File: src/rtl/keypad_scan_pkg.sv
package keypad_scan_pkg;
  localparam int GROUPS  = 3;
  localparam int SENSE_W = 4;
  localparam int GRP_W   = $clog2(GROUPS);
  localparam int MASK_W  = 16;
  localparam int PACK_W  = GROUPS * SENSE_W;
  localparam int BTN_W   = 11;

  typedef enum logic {
    LAYOUT_A = 1'b0,
    LAYOUT_B = 1'b1
  } layout_e;

  typedef enum logic {
    ST_IDLE = 1'b0,
    ST_SCAN = 1'b1
  } scanState_e;

  // Strobes from the scan control to the datapath
  typedef struct packed {
    logic              scanActive;
    logic [GROUPS-1:0] scanEn;
    logic              capture;
    logic [GRP_W-1:0]  slot;
    logic              commit;
  } scanStrb_t;
endpackage

File: src/rtl/keypad_scan_ctrl.sv
module keypad_scan_ctrl
  import keypad_scan_pkg::*;
#(
  parameter int SETTLE_CYCLES = 8
) (
  input  logic      clk,
  input  logic      rstN,
  input  logic      ctlWrEn,
  input  logic      ctlAuto,
  output scanStrb_t strb
);
  localparam int CNT_W = (SETTLE_CYCLES > 1) ? $clog2(SETTLE_CYCLES) : 1;
  localparam logic [CNT_W-1:0] CNT_LAST = CNT_W'(SETTLE_CYCLES - 1);
  localparam logic [GRP_W-1:0] GRP_LAST = GRP_W'(GROUPS - 1);

  scanState_e       state;
  logic             autoOn;
  logic [CNT_W-1:0] settleCnt;
  logic [GRP_W-1:0] grpIdx;
  logic             windowEnd;

  assign windowEnd = (state == ST_SCAN) && (settleCnt == CNT_LAST);

  always_ff @(posedge clk or negedge rstN) begin
    if (!rstN) begin
      state     <= ST_IDLE;
      autoOn    <= 1'b0;
      settleCnt <= '0;
      grpIdx    <= '0;
    end else begin
      if (ctlWrEn) autoOn <= ctlAuto;
      case (state)
        ST_IDLE: begin
          if (autoOn) begin
            state     <= ST_SCAN;
            grpIdx    <= '0;
            settleCnt <= '0;
          end
        end
        ST_SCAN: begin
          if (windowEnd) begin
            settleCnt <= '0;
            if (grpIdx == GRP_LAST) begin
              grpIdx <= '0;
              if (!autoOn) state <= ST_IDLE;
            end else begin
              grpIdx <= grpIdx + 1'b1;
            end
          end else begin
            settleCnt <= settleCnt + 1'b1;
          end
        end
        default: state <= ST_IDLE;
      endcase
    end
  end

  always_comb begin
    strb            = '0;
    strb.scanActive = (state == ST_SCAN);
    strb.capture    = windowEnd;
    strb.slot       = grpIdx;
    strb.commit     = windowEnd && (grpIdx == GRP_LAST);
    for (int g = 0; g < GROUPS; g++) begin
      strb.scanEn[g] = strb.scanActive && (grpIdx == GRP_W'(g));
    end
  end
endmodule

File: src/rtl/keypad_scan_dp.sv
module keypad_scan_dp
  import keypad_scan_pkg::*;
(
  input  logic               clk,
  input  logic               rstN,
  input  scanStrb_t          strb,
  input  logic               hostWrEn,
  input  logic [GROUPS-1:0]  hostWrEn3,
  input  logic               ctlWrEn,
  input  logic               ctlLayout,
  input  logic [SENSE_W-1:0] senseIn,
  output logic [GROUPS-1:0]  grpEn,
  output logic [7:0]         hostRdData,
  output logic [MASK_W-1:0]  keyMask,
  output logic               maskValid,
  output layout_e            layoutSel
);
  logic [GROUPS-1:0]  hostEn;
  logic [SENSE_W-1:0] senseReg;
  logic [PACK_W-1:0]  packNext;
  logic [GROUPS-2:0][SENSE_W-1:0] shadow;

  assign grpEn      = strb.scanActive ? strb.scanEn : hostEn;
  assign hostRdData = {1'b0, grpEn, senseReg};

  always_ff @(posedge clk or negedge rstN) begin
    if (!rstN) begin
      hostEn    <= '0;
      senseReg  <= '0;
      keyMask   <= '0;
      maskValid <= 1'b0;
      layoutSel <= LAYOUT_A;
    end else begin
      senseReg  <= senseIn;
      maskValid <= strb.commit;
      if (hostWrEn && !strb.scanActive) hostEn <= hostWrEn3;
      if (ctlWrEn) layoutSel <= layout_e'(ctlLayout);
      if (strb.commit) keyMask <= {{(MASK_W-PACK_W){1'b0}}, packNext};
    end
  end

  // First group lands in the top nibble; the last group is taken live.
  for (genvar g = 0; g < GROUPS; g++) begin : gSlot
    localparam int HI = PACK_W - 1 - g * SENSE_W;
    if (g == GROUPS - 1) begin : gLive
      assign packNext[HI -: SENSE_W] = senseIn;
    end else begin : gHeld
      always_ff @(posedge clk or negedge rstN) begin
        if (!rstN) shadow[g] <= '0;
        else if (strb.capture && strb.slot == GRP_W'(g)) shadow[g] <= senseIn;
      end
      assign packNext[HI -: SENSE_W] = shadow[g];
    end
  end
endmodule

File: src/rtl/keypad_btn_decode.sv
module keypad_btn_decode
  import keypad_scan_pkg::*;
(
  input  logic [PACK_W-1:0] mask,
  input  layout_e           layoutSel,
  output logic [BTN_W-1:0]  btnOut,
  output logic              fixedOk
);
  logic [BTN_W-1:0] btnA;
  logic [BTN_W-1:0] btnB;

  // Layout A: direction pads on the two upper groups, action keys below
  assign btnA = {mask[3], mask[2], mask[1], mask[7:4], mask[11:8]};

  // Layout B: column 1 is tied high on this handset, so skipped
  assign btnB = {2'b00, mask[11], mask[10], mask[8], mask[7], mask[6],
                 mask[4], mask[3], mask[2], mask[0]};

  always_comb begin
    if (layoutSel == LAYOUT_B) begin
      btnOut  = btnB;
      fixedOk = mask[9] & mask[5] & mask[1];
    end else begin
      btnOut  = btnA;
      fixedOk = ~mask[0];
    end
  end
endmodule

File: src/rtl/keypad_scan_top.sv
module keypad_scan_top
  import keypad_scan_pkg::*;
#(
  parameter int SETTLE_CYCLES = 8
) (
  input  logic        clk,
  input  logic        rstN,
  input  logic        hostWrEn,
  input  logic [7:0]  hostWrData,
  output logic [7:0]  hostRdData,
  input  logic        ctlWrEn,
  input  logic        ctlAuto,
  input  logic        ctlLayout,
  output logic [2:0]  grpEn,
  input  logic [3:0]  senseIn,
  output logic [15:0] keyMask,
  output logic        maskValid,
  output logic [10:0] btnOut,
  output logic        fixedOk
);
  scanStrb_t strb;
  layout_e   layoutSel;
  logic      unusedWrBits;

  assign unusedWrBits = ^{hostWrData[7], hostWrData[3:0]};

  keypad_scan_ctrl #(.SETTLE_CYCLES(SETTLE_CYCLES)) u_ctrl (
    .clk     (clk),
    .rstN    (rstN),
    .ctlWrEn (ctlWrEn),
    .ctlAuto (ctlAuto),
    .strb    (strb)
  );

  keypad_scan_dp u_dp (
    .clk        (clk),
    .rstN       (rstN),
    .strb       (strb),
    .hostWrEn   (hostWrEn),
    .hostWrEn3  (hostWrData[6:4]),
    .ctlWrEn    (ctlWrEn),
    .ctlLayout  (ctlLayout),
    .senseIn    (senseIn),
    .grpEn      (grpEn),
    .hostRdData (hostRdData),
    .keyMask    (keyMask),
    .maskValid  (maskValid),
    .layoutSel  (layoutSel)
  );

  keypad_btn_decode u_dec (
    .mask      (keyMask[PACK_W-1:0]),
    .layoutSel (layoutSel),
    .btnOut    (btnOut),
    .fixedOk   (fixedOk)
  );
endmodule

File: config.mk
export PLATFORM = sky130hd
export DESIGN_NAME = keypad_scan_top
export DESIGN_NICKNAME = d
export VERILOG_FILES = /design/src/rtl/keypad_scan_pkg.sv /design/src/rtl/keypad_scan_ctrl.sv /design/src/rtl/keypad_scan_dp.sv /design/src/rtl/keypad_btn_decode.sv /design/src/rtl/keypad_scan_top.sv
export SDC_FILE = /design/constraint.sdc
export NUM_CORES = 1
export LEC_CHECK = 0
export BUFFER_PORTS_ARGS = -buffer_cell sky130_fd_sc_hd__buf_2
export CAP_MARGIN = 20
export CORE_MARGIN = 1
export CORE_UTILIZATION = 53
export CTS_CLUSTER_SIZE = 10
export DETAILED_ROUTE_END_ITERATION = 8
export PLACE_DENSITY_LB_ADDON = 0.05
export SYNTH_ARGS = -nofsm -noshare
export SYNTH_HDL_FRONTEND = slang
export SYNTH_SLANG_ARGS = --single-unit
File: constraint.sdc
create_clock -name clk -period 2.6 [get_ports clk]
set_input_delay 0.13 -clock clk [delete_from_list [all_inputs] [get_ports clk]]
set_output_delay 0.13 -clock clk [all_outputs]
set_load 0.03 [all_outputs]
Word-level counts from Yosys, hierarchy flattened
Index checks and enable logic that the tools add are counted.
Storage, ports and cells
  input bits: 18
  word-level logic and storage cells: 47
  register bits: 36
  output and inout bits: 40
Operators by class
  reductions and logical operators: 11
  $add $sub $neg: 2
  muxes and demuxes: 14
  bitwise gates (word level): 4
  equality and inequality tests: 5
Operators by type and width (count)
  two-way mux 11 bit: 1
  two-way mux 3 bit: 3
  logical AND 1 bit: 8
  two-way mux 2 bit: 3
  case mux 3 bit (2 select lines): 1
  two-way mux 1 bit: 4
  case mux 2 bit (2 select lines): 1
  adder 3 x 1 -> 3 bit, second input constant: 1
  equality test 3 bit, second input constant: 1
  adder 2 x 1 -> 2 bit, second input constant: 1
  bitwise AND 1 bit: 2
  equality test 2 x 1 -> 1 bit, second input constant: 1
  equality test 2 bit, second input constant: 1
  logical NOT 2 bit: 1
  != test 2 x 1 -> 1 bit, second input constant: 1
  != test 2 bit, second input constant: 1
  NOT 1 bit: 2
  case mux 1 bit (2 select lines): 1
  AND reduction 2 bit: 1
  logical NOT 1 bit: 1

Depth between registers and ports, before layout
  word-level depth: 4
  mapped depth: 6
  mapped depth without buffers: 4

Hierarchy
From an unflattened synthesis, not the netlist that was laid out.
Second synthesis, totals
  cell total of the unflattened synthesis: 120
  area total of the unflattened synthesis: 1695.4 um^2
Modules (own cells, without submodules)
  keypad_scan_dp: area an instance 1136.1 um^2, sequential area each 725.7 um^2, cells an instance 69, times used 1
  keypad_scan_ctrl: area an instance 395.4 um^2, sequential area each 175.2 um^2, cells an instance 37, times used 1
  keypad_btn_decode: area an instance 163.9 um^2, sequential area each 0.0 um^2, cells an instance 14, times used 1

Worst setup path after synthesis
OpenSTA, ideal clock, no wires.
  kind: register to output
  from: reg u_ctrl.state
  to: out hostRdData[5]
  required time: 2.470 ns
  buffers on the path: 3
  stages on the path, launching flop included: 5
  slack: 0.718 ns
  arrival time: 1.752 ns
  cell sequence: dfrtp_1 buf_4 clkbuf_1 o21ai_0 buf_4
On the way
  longest elaborated chain between the ends: 2
Ends and longest elaborated chain
  start: declaration: line keypad_scan_ctrl.sv:16  | scanState_e state;
  start signal: assignment: line keypad_scan_ctrl.sv:26  | state <= ST_IDLE;
  start signal: assignment: line keypad_scan_ctrl.sv:35  | state <= ST_SCAN;
  start signal: assignment: line keypad_scan_ctrl.sv:45  | if (!autoOn) state <= ST_IDLE;
  logical AND 1 bit: line keypad_scan_ctrl.sv:65  | strb.scanEn[g] = strb.scanActive && (grpIdx == GRP_W'(g));
  two-way mux 3 bit *: line keypad_scan_dp.sv:23  | assign grpEn = strb.scanActive ? strb.scanEn : hostEn;
  end: declaration: line keypad_scan_top.sv:10  | output logic [7:0] hostRdData,
Every way passes the cells marked *; elsewhere a longest branch is shown, timed or not.

Worst setup path after layout
  from: reg u_ctrl.settleCnt[0]
  to: reg u_dp.shadow, in the netlist u_dp.packNext[5]
On the way
  longest elaborated chain between the ends: 3
Ends and longest elaborated chain
  start: declaration: line keypad_scan_ctrl.sv:18  | logic [CNT_W-1:0] settleCnt;
  start signal: assignment: line keypad_scan_ctrl.sv:50  | settleCnt <= settleCnt + 1'b1;
  equality test 3 bit: line keypad_scan_ctrl.sv:22  | assign windowEnd = (state == ST_SCAN) && (settleCnt == CNT_LAST);
  logical AND 1 bit: line keypad_scan_ctrl.sv:22
  logical AND 1 bit: line keypad_scan_dp.sv:50  | else if (strb.capture && strb.slot == GRP_W'(g)) shadow[g] <= senseIn;
  end signal: indexed assignment: line keypad_scan_dp.sv:50
  end: declaration: line keypad_scan_dp.sv:21  | logic [GROUPS-2:0][SENSE_W-1:0] shadow;
Every way passes these cells.
A chain may end at the register's enable or synchronous reset.

==> flow_summary.json <==
{
  "grt_first_pass_wirelength_microns": 4640,
  "via_per_inst": 5.34,
  "portBuffers": 47,
  "finalNonFillerCells": 201,
  "r2r_cells": 4,
  "cts_resized": 0,
  "met3_usage_pct": 4.69,
  "synth_enable_flop_cells": 0,
  "synth_area_per_cell_sq_um": 13.8,
  "drive_gt1_share_pct": 54.1,
  "violations": "design-rule violations",
  "synth_area_leaders": "dfrtp_1 (55%), mux2_2 (24%), buf_4 (5.0%), nand3b_1 (1.8%), ha_1 (1.5%)",
  "yosys_warnings": 0,
  "finalSetupViolations": 0,
  "worstHoldPathCells": 2,
  "grt_pass1_vias": 1017,
  "synth-seq-area-share_pct": 54.5,
  "dpl.hpwl_microns": 1960,
  "cts_made_buffers": 5,
  "crit_fanout": 9,
  "hold_end": "u_dp.layoutSel",
  "drt_iter0_drc": 39,
  "nets": 189,
  "power_leakage_nw": 0.989,
  "met1_usage_pct": 24.7,
  "placement_rows": 19,
  "h-tree-depth": 2,
  "clk-insertion-delay-late_ns": 0.32,
  "post_cts_buffers": 0,
  "hold_start": "ctlLayout",
  "critPathLaunchType": "register",
  "fin_skew_ns": 0.00862,
  "cp.required_ns": 2.81,
  "finalWeightedCongestion": 0.688,
  "rsz0062_at_grt": "no",
  "io_pins": 58,
  "r2r-start": "u_ctrl.settleCnt[0]",
  "cts.sinks": 36,
  "min_period_ns": 1.78,
  "grt_antenna_before_repair": 0,
  "tightest_slew_ns": 0.763,
  "end_kind": "register",
  "holdBufCountCts": 5,
  "criticalPathCategory": "register to register",
  "dpl.cell_count": 188,
  "slew-limit-headroom_pct": 49.2,
  "coreArea_sq_um": 2850,
  "ys.flop_type": "dfrtp_1",
  "min_path_type": "input pin to register",
  "status": "complete, but fails checks",
  "whs_ns": 0.0236,
  "maxCapViolCount": 0,
  "crit_chain": "ha_1, ha_1, nand4b_1, mux2_2",
  "synthCells": 120,
  "syn_area_sq_um": 1650,
  "hold_viol": 0,
  "busiest_layer": "met2",
  "crit_arrival_ns": 1.99,
  "power.density_nw_per_um2": 1160,
  "r2r-end": "u_dp.packNext[5]",
  "r2r_slack_ns": 0.82,
  "initial_core_util_pct": 57.9,
  "wl_per_cell_microns": 14.1,
  "critical-path-max-stage-delay_ns": 0.39,
  "yosys.area.top_type": "dfrtp_1",
  "clockBufferDepth": 2,
  "ys_ff_latch": 36,
  "cts_tree": "built",
  "ir_worst_vdd_mv": 0.645,
  "track_usage_pct": 18.6,
  "die_w_microns": 57.8,
  "async_flop_share_pct": 100,
  "path_common_cell": "ha_1",
  "dieArea_sq_um": 3350,
  "dr.pass1.iters": 7,
  "routed_wl_microns": 2830,
  "num_vias": 1073,
  "area_growth_pct": 17.9,
  "drc": 6,
  "fmax_mhz": 561,
  "fin_setup_tns_ns": 0,
  "grt_max_degree": 37,
  "fp.dieH_microns": 57.8,
  "ant_nets": 0,
  "clkTransAtPathRegs_ns": 0.11,
  "overflow": 0,
  "met2_usage_pct": 29.2,
  "synth_top_area_share_pct": 54.5,
  "cts-root-buf": "clkbuf_4",
  "crit_buf_inv": 0,
  "ys_types": 25,
  "fin_crit_sh_pct": 68.6,
  "critical-path-slowest-cell": "dfrtp_1",
  "num_antenna_cells": 0,
  "critical_path.top_delay_family": "adder cells",
  "report.final.slew_viol_count": 0,
  "synth_commonest_cells": "dfrtp_1 (36), mux2_2 (35), buf_4 (11)",
  "yosysMostFrequentCell": "dfrtp_1"
}
[final cells by class]
class	instances	area (sq um)
inverter	3	11.3
sequential	36	901
multi-input combinational	71	653
timing repair buffer	52	285
tap	31	38.8
clock buffer	8	58.8
fill	216	905
[where the power goes]
group          leakage, nW  internal, mW  switching, mW
logic                0.518         0.423          0.613
clock network       0.0326         0.134          0.171
registers            0.439         0.759          0.168
[worst register-to-register path, delay by kind of cell, from the launching register on]
kind / cells / cell delay (ns)
AND/OR/NAND/NOR: 1 / 0.38
adder cells (fa/ha/maj): 2 / 0.52
flip-flops: 1 / 0.39
multiplexers: 1 / 0.39
[layer usage]
metal	share of wire (%)	vias to the layer above	routed length (microns)
met4	0.67	0	19
met1	46	527	1310
met2	48	35	1350
met5	0	-	0
met3	5.0	2	140
li1	-	509	-
[kinds of logic (layout without fill, tap and decap cells)]
family          Yosys count  after routing  share of synthesized area [%]
other cells               1              5                          0.227
simple gates             22             22                           10.1
flops                    36             36                           54.5
compound gates            7              7                           2.88
buf+inv                  17             63                           6.89
mux                      35             35                           23.8
fa+ha+maj                 2              2                           1.51
[placed cells by master (no fill, tap or decap)]
master | netlist | final
or3b_2 | 1 | 1
nand2_1 | 2 | 2
o21ai_0 | 3 | 3
and4bb_4 | 1 | 1
nand4b_4 | 1 | 1
nor2_1 | 3 | 3
nand3b_1 | 4 | 4
ha_1 | 2 | 2
a21o_1 | 2 | 2
nand4b_1 | 1 | 1
nand3_1 | 1 | 1
nand4_1 | 1 | 1
dfrtp_1 | 36 | 36
and3b_2 | 1 | 1
mux2_2 | 35 | 35
or3_1 | 1 | 1
buf_2 | 1 | 47
nor3b_1 | 2 | 2
o2bb2ai_1 | 2 | 2
clkbuf_8 | 0 | 1
inv_1 | 3 | 3
clkbuf_4 | 0 | 5
conb_1 | 1 | 5
dlygate4sd3_1 | 0 | 5
clkbuf_1 | 1 | 2
nor2b_1 | 3 | 3
[state kept, by name, indices dropped and copies added (netlist names)]
| register | cells |
|---|---|
| u_ctrl.autoOn | 1 |
| u_ctrl.state | 1 |
| u_dp.senseReg | 4 |
| u_dp.hostEn | 3 |
| u_dp.keyMask | 12 |
| u_dp.packNext | 8 |
| u_ctrl.settleCnt | 3 |
| u_dp.layoutSel | 1 |
| u_dp.maskValid | 1 |
| u_ctrl.grpIdx | 2 |
[per-stage QoR]
| step | utilization (%) | worst slack [ns] | total power, mW | area [sq um] |
|---|---|---|---|---|
| 6_report | 68.3 | 0.818 | 2.27 | 1950 |
| 3_5_place_dp | 64.5 | 0.839 | 1.98 | 1840 |
| 3_3_place_gp | 64.5 | 0.904 | 1.94 | 1840 |
| 5_1_grt | 68.3 | 0.698 | 2.40 | 1950 |
| 2_1_floorplan | - | 0.718 | 1.75 | 1670 |
| 4_1_cts | 68.3 | 0.818 | 2.29 | 1950 |
[how the worst max path moves through the flow]
stage	depth (start not counted)	slack (ns)	startpoint	to
after global placement	4	0.90	u_ctrl.settleCnt[0]	u_dp.packNext[7]
after CTS	2	0.82	u_ctrl.state	hostRdData[4]
after floorplan	4	0.72	u_ctrl.state	hostRdData[5]
after global routing	4	0.70	u_ctrl.settleCnt[0]	u_dp.packNext[5]
final	4	0.82	u_ctrl.settleCnt[0]	u_dp.packNext[5]
after detailed placement	4	0.84	u_ctrl.settleCnt[0]	u_dp.packNext[5]
Power figures use the tool's default switching activity.
